$ cat src/rtl/baud_pkg.sv
package baud_pkg;
  localparam int unsigned NUM_BYTES = 2;
  localparam int unsigned ADDR_W    = 1;
  localparam logic [ADDR_W-1:0] ADDR_LO = 1'b0;
  localparam logic [ADDR_W-1:0] ADDR_HI = 1'b1;
endpackage

$ cat src/rtl/baud_divreg.sv
module baud_divreg
  import baud_pkg::*;
#(
  parameter int unsigned BYTE_W = 8,
  localparam int unsigned DIV_W = NUM_BYTES * BYTE_W
) (
  input  logic              clk,
  input  logic              rst,
  input  logic [ADDR_W-1:0] reg_addr,
  input  logic              reg_wr,
  input  logic [BYTE_W-1:0] reg_wdata,
  input  logic              reg_rd,
  output logic [BYTE_W-1:0] reg_rdata,
  input  logic              acc_en,
  input  logic              uart_busy,
  output logic [DIV_W-1:0]  div_q,
  output logic              wr_hit,
  output logic              div_upd
);
  logic allow;
  logic [NUM_BYTES-1:0][BYTE_W-1:0] bytes_q;

  assign allow  = acc_en & ~uart_busy;
  assign wr_hit = reg_wr & allow;

  for (genvar b = 0; b < NUM_BYTES; b++) begin : g_byte
    always_ff @(posedge clk) begin
      if (rst)
        bytes_q[b] <= '0;
      else if (wr_hit && reg_addr == ADDR_W'(b))
        bytes_q[b] <= reg_wdata;
    end
    assign div_q[b*BYTE_W +: BYTE_W] = bytes_q[b];
  end

  always_ff @(posedge clk) begin
    if (rst) begin
      reg_rdata <= '0;
      div_upd   <= 1'b0;
    end else begin
      div_upd   <= wr_hit;
      reg_rdata <= (reg_rd && allow) ? bytes_q[reg_addr] : '0;
    end
  end

  AST_BLOCKED_WR_HOLD: assert property (@(posedge clk) disable iff (rst)
    (reg_wr && (!acc_en || uart_busy)) |=> $stable(div_q));
  AST_BLOCKED_RD_ZERO: assert property (@(posedge clk) disable iff (rst)
    (reg_rd && (!acc_en || uart_busy)) |=> (reg_rdata == '0));
endmodule

$ cat src/rtl/baud_tickgen.sv
module baud_tickgen #(
  parameter int unsigned DIV_W      = 16,
  parameter int unsigned OS_PER_BIT = 16,
  localparam int unsigned BC_W      = $clog2(OS_PER_BIT)
) (
  input  logic             clk,
  input  logic             rst,
  input  logic [DIV_W-1:0] div_q,
  input  logic             div_upd,
  output logic             os_tick,
  output logic             bit_tick
);
  logic [DIV_W-1:0] cnt_q;
  logic [BC_W-1:0]  bc_q;
  logic             div_zero;
  logic [DIV_W-1:0] reload;

  assign div_zero = (div_q == '0);
  assign reload   = div_zero ? '0 : div_q - DIV_W'(1);

  always_ff @(posedge clk) begin
    if (rst) begin
      cnt_q    <= '0;
      bc_q     <= '0;
      os_tick  <= 1'b0;
      bit_tick <= 1'b0;
    end else if (div_upd || div_zero) begin
      cnt_q    <= reload;
      bc_q     <= '0;
      os_tick  <= 1'b0;
      bit_tick <= 1'b0;
    end else if (cnt_q == '0) begin
      cnt_q    <= reload;
      bc_q     <= (bc_q == BC_W'(OS_PER_BIT - 1)) ? '0 : bc_q + BC_W'(1);
      os_tick  <= 1'b1;
      bit_tick <= (bc_q == BC_W'(OS_PER_BIT - 1));
    end else begin
      cnt_q    <= cnt_q - DIV_W'(1);
      os_tick  <= 1'b0;
      bit_tick <= 1'b0;
    end
  end

  AST_ZERO_SILENT: assert property (@(posedge clk) disable iff (rst)
    (div_q == '0) |=> (!os_tick && !bit_tick));
  AST_BIT_ON_OS: assert property (@(posedge clk) disable iff (rst)
    bit_tick |-> os_tick);
  AST_DIV1_BACK_TO_BACK: assert property (@(posedge clk) disable iff (rst)
    (div_q == DIV_W'(1) && os_tick && !div_upd) |=> os_tick);
  AST_RELOAD_QUIET: assert property (@(posedge clk) disable iff (rst)
    div_upd |=> !os_tick);
endmodule

$ cat src/rtl/baud_settle.sv
module baud_settle #(
  parameter int unsigned SETTLE_CYC = 8,
  localparam int unsigned SC_W      = $clog2(SETTLE_CYC + 1)
) (
  input  logic clk,
  input  logic rst,
  input  logic wr_hit,
  input  logic div_nz,
  output logic ready
);
  logic [SC_W-1:0] scnt_q;

  always_ff @(posedge clk) begin
    if (rst) begin
      scnt_q <= '0;
      ready  <= 1'b0;
    end else if (wr_hit) begin
      scnt_q <= SC_W'(SETTLE_CYC);
      ready  <= 1'b0;
    end else if (scnt_q != '0) begin
      scnt_q <= scnt_q - SC_W'(1);
      ready  <= (scnt_q == SC_W'(1)) && div_nz;
    end else begin
      ready  <= div_nz;
    end
  end

  AST_WR_DROPS_READY: assert property (@(posedge clk) disable iff (rst)
    wr_hit |=> !ready);
  AST_READY_NEEDS_NZ: assert property (@(posedge clk) disable iff (rst)
    ready |-> div_nz);
  AST_READY_HOLDS: assert property (@(posedge clk) disable iff (rst)
    (ready && !wr_hit) |=> ready);
endmodule

$ cat src/rtl/baud_divisor_gen.sv
module baud_divisor_gen
  import baud_pkg::*;
#(
  parameter int unsigned BYTE_W     = 8,
  parameter int unsigned OS_PER_BIT = 16,
  parameter int unsigned SETTLE_CYC = 8,
  localparam int unsigned DIV_W     = NUM_BYTES * BYTE_W
) (
  input  logic              clk,
  input  logic              rst,
  input  logic [ADDR_W-1:0] reg_addr,
  input  logic              reg_wr,
  input  logic [BYTE_W-1:0] reg_wdata,
  input  logic              reg_rd,
  output logic [BYTE_W-1:0] reg_rdata,
  input  logic              acc_en,
  input  logic              uart_busy,
  output logic              os_tick,
  output logic              bit_tick,
  output logic              ready
);
  logic [DIV_W-1:0] div_q;
  logic             wr_hit;
  logic             div_upd;

  baud_divreg #(.BYTE_W(BYTE_W)) u_regs (
    .clk(clk), .rst(rst), .reg_addr(reg_addr), .reg_wr(reg_wr),
    .reg_wdata(reg_wdata), .reg_rd(reg_rd), .reg_rdata(reg_rdata),
    .acc_en(acc_en), .uart_busy(uart_busy), .div_q(div_q),
    .wr_hit(wr_hit), .div_upd(div_upd)
  );

  baud_tickgen #(.DIV_W(DIV_W), .OS_PER_BIT(OS_PER_BIT)) u_ticks (
    .clk(clk), .rst(rst), .div_q(div_q), .div_upd(div_upd),
    .os_tick(os_tick), .bit_tick(bit_tick)
  );

  baud_settle #(.SETTLE_CYC(SETTLE_CYC)) u_settle (
    .clk(clk), .rst(rst), .wr_hit(wr_hit), .div_nz(div_q != '0),
    .ready(ready)
  );
endmodule

$ cat config.mk
export PLATFORM = sky130hd
export DESIGN_NAME = baud_divisor_gen
export DESIGN_NICKNAME = d
export VERILOG_FILES = /design/src/rtl/baud_pkg.sv /design/src/rtl/baud_divreg.sv /design/src/rtl/baud_tickgen.sv /design/src/rtl/baud_settle.sv /design/src/rtl/baud_divisor_gen.sv
export SDC_FILE = /design/constraint.sdc
export NUM_CORES = 1
export LEC_CHECK = 0
export BUFFER_PORTS_ARGS = -buffer_cell sky130_fd_sc_hd__buf_2
export CAP_MARGIN = 10
export CORE_MARGIN = 2
export CORE_UTILIZATION = 51
export CTS_BUF_LIST = sky130_fd_sc_hd__clkbuf_8
export CTS_CLUSTER_SIZE = 8
export DETAILED_ROUTE_END_ITERATION = 12
export MAX_ROUTING_LAYER = met4
export PLACE_DENSITY = 0.8
export SLEW_MARGIN = 20
export SYNTH_ARGS = -nofsm -noshare
export SYNTH_HDL_FRONTEND = slang
export SYNTH_HIERARCHICAL = 1
export SYNTH_SLANG_ARGS = --single-unit
$ cat constraint.sdc
create_clock -name clk -period 2.3 [get_ports clk]
set_input_delay 0.46 -clock clk [delete_from_list [all_inputs] [get_ports clk]]
set_output_delay 0.46 -clock clk [all_outputs]
set_load 0.05 [all_outputs]
==> impl_metrics.tcl <==
set metrics [dict create \
    port_buffers 25 \
    finalSetupViolCount 0 \
    crit_path_max_fanout 7 \
    drive_gt1_frac 0.180 \
    synth_top_area_share 0.379 \
    synthSimpleGateAreaFrac 0.306 \
    max_stage_delay_ps 520 \
    synthAdderAreaFrac 0.0273 \
    r2r_slack_ps 190 \
    ant_nets 0 \
    nNetsFinal 353 \
    place_ws_ps 106 \
    diodes 0 \
    grt_setup_unrepaired "false" \
    synth_xor_area_frac 0.0702 \
    io_pins 26 \
    die_h_microns 77.4 \
    grt_busiest_layer "met2" \
    synth_ff_type "dfxtp_1" \
    place_area_sq_um 3000 \
    end_kind "register" \
    synthArstFlopShare 0 \
    ys_top_cells_by_area "dfxtp_1 38%, mux2i_1 10%, nand2b_1 5.5%" \
    worst_r2r_startpoint "u_regs/div_q[0]" \
    worst_pin_slew_ps 480 \
    leakage_uw 0.00134 \
    crit_buf_inv 1 \
    yosysMostFrequentCell "dfxtp_1" \
    finClkSkew_ps 11.6 \
    met3_usage 0.0349 \
    yosysWarnings 6 \
    maxCapViolCount 0 \
    hold_path.class "in -> reg" \
    dieArea_sq_um 5990 \
    ys_seq_area_frac 0.379 \
    cp.required_ps 2500 \
    grt_max_degree 27 \
    powerDensity_nw_per_um2 1060 \
    syn_inst 297 \
    synth_commonest_cells "52 x dfxtp_1, 36 x nor2_1, 28 x mux2i_1, 24 x nand2b_1, 15 x xnor2_1" \
    grt_pass1_wl_microns 9920 \
    worstRegToRegCells 7 \
    overflow 0 \
    r2r-end "u_ticks/cnt_q[12]" \
    drc_errors 0 \
    syn2layout_area_growth_pct 13.0 \
    synth_top_family_by_area "simple AND/OR/NAND/NOR gates" \
    fin_crit_ps 2110 \
    finalWorstSetupSlack_ps 187 \
    cts-htree-levels 2 \
    drtIter0Drc 117 \
    ir_drop_uv 473 \
    synth_compound_area_frac 0.0797 \
    antenna_found_initial 0 \
    synth.largest_area_cell "dfxtp_1" \
    final.setup.tns_ps 0 \
    crit_chain "inv_1, ha_1, or3b_2, nor4b_4, mux2i_1, a2bb2oi_1, o21ai_0" \
    period_share 0.919 \
    num_rows 26 \
    synth_edf_count 0 \
    crit_type "reg -> reg" \
    fmax_ghz 0.473 \
    crit_family "simple AND/OR/NAND/NOR gates" \
    via_per_inst 5.56 \
    clock_latency_ps 310 \
    hold_buffers 0 \
    track_usage 0.208 \
    dp_hpwl_microns 4380 \
    routabilityCongestion 0.884 \
    min_path_cells 2 \
    synth_cell_types 51 \
    worstPathArrival_ps 2310 \
    hold_violations 0 \
    cp_slowest_cell "or3b_2" \
    status "finished clean" \
    cts_buffers 5 \
    cts_tree "built" \
    vias 2240 \
    finalMaxSlewViolations 0 \
    syn-cell-area_sq_um 2750 \
    first_pass_iters 4 \
    avgSynthCellArea_sq_um 9.25 \
    cts_buffer_depth 2 \
    synthMuxAreaShare 0.102 \
    yosys_register_bits 52 \
    grt_pass1_vias 2210 \
    synth_nets 318 \
    timing.hold.ws_ps 435 \
    numClockSinks 52 \
    design_area_sq_um 3100 \
    worstHoldStart "rst" \
    clkTransAtPathRegs_ps 100 \
    final_util 0.604 \
    drt-total-wl_microns 5830 \
    worstHoldEndpoint "u_settle/scnt_q[3]" \
    initial_core_util 0.534 \
    fp.dieW_microns 77.4 \
    wl_per_cell_microns 14.5 \
    max_slew_margin 0.679 \
    start_kind "register" \
    use_met1 0.248 \
    coreArea_sq_um 5140 \
    use_met2 0.358 \
    ctsRootBufferMaster "clkbuf_8" \
]
worst max path at each step:
stage	startpoint	to	slack (ps)	cells past startpoint
global route	u_regs/div_q[0]	u_ticks/cnt_q[12]	60	7
CTS	u_regs/div_q[0]	u_ticks/cnt_q[12]	110	7
finish	u_regs/div_q[0]	u_ticks/cnt_q[12]	190	7
global placement	u_regs/div_q[0]	u_ticks/bit_tick	230	7
floorplan	u_regs/div_q[0]	u_ticks/cnt_q[14]	300	7
detailed placement	u_regs/div_q[0]	u_ticks/cnt_q[12]	110	7
power by group:
group | switching [uW] | internal [uW] | leakage (uW)
Clock | 317 | 224 | 0.0000463
Combinational | 847 | 698 | 0.000875
Sequential | 152 | 1040 | 0.000423
repair_timing:
item                                    CTS  global route
endpoints found under the setup margin    0             2
resized for setup                         0             1
setup buffers                             0             0
cell families after synthesis:
family          count (synthesis)
fa+ha+maj                       6
xor+xnor                       22
mux                            28
compound gates                 30
flops                          52
simple gates                  138
buf+inv                        21
layout by cell type (no fill, tap or decap), types with 2 or more instances in the layout:
| cell type | Yosys | final |
|---|---|---|
| nand3_1 | 6 | 6 |
| or3_1 | 3 | 3 |
| ha_1 | 6 | 6 |
| a21oi_1 | 4 | 4 |
| xnor2_1 | 15 | 15 |
| buf_4 | 0 | 13 |
| o31ai_1 | 3 | 3 |
| mux2i_1 | 28 | 28 |
| nand4_1 | 4 | 4 |
| a211oi_1 | 11 | 11 |
| nand4bb_1 | 2 | 2 |
| nand2b_1 | 24 | 24 |
| nand2_1 | 11 | 11 |
| and2_1 | 2 | 2 |
| inv_1 | 11 | 11 |
| nor4_1 | 11 | 11 |
| clkbuf_8 | 0 | 5 |
| buf_2 | 2 | 25 |
| a311oi_1 | 3 | 3 |
| or4_1 | 3 | 3 |
| nor3_1 | 14 | 14 |
| nor2_1 | 36 | 36 |
| xor2_1 | 7 | 7 |
| o21ai_0 | 4 | 4 |
| nor3b_1 | 2 | 2 |
| nor2b_1 | 2 | 2 |
| dfxtp_1 | 52 | 52 |
per-layer routing:
metal / vias to the layer above / routed length, microns
met5: - / 0
met4: 0 / 129
met3: 14 / 205
met2: 52 / 2870
met1: 1046 / 2630
li1: 1128 / -
layout make-up:
cell class,instances,area (sq um)
timing repair buffer,38,223
sequential,52,1040
inverter,11,41.3
clock inverter,3,27.5
tap,70,87.6
clock buffer,5,68.8
multi-input combinational,224,1620
fill,467,2040
metrics by stage:
stage               power, uW  std cells
floorplan                2350        297
CTS                      3280        403
finish                   3280        403
global placement         2700        395
detailed placement       2740        395
global route             3520        403
flip-flops by register name, indices dropped and copies added (netlist names):
signal,flops
u_regs/div_q,16
u_regs/div_upd,1
u_regs/reg_rdata,8
u_settle/ready,1
u_settle/scnt_q,4
u_ticks/bc_q,4
u_ticks/bit_tick,1
u_ticks/cnt_q,16
u_ticks/os_tick,1
No activity file was read; power rests on OpenSTA's default activity.
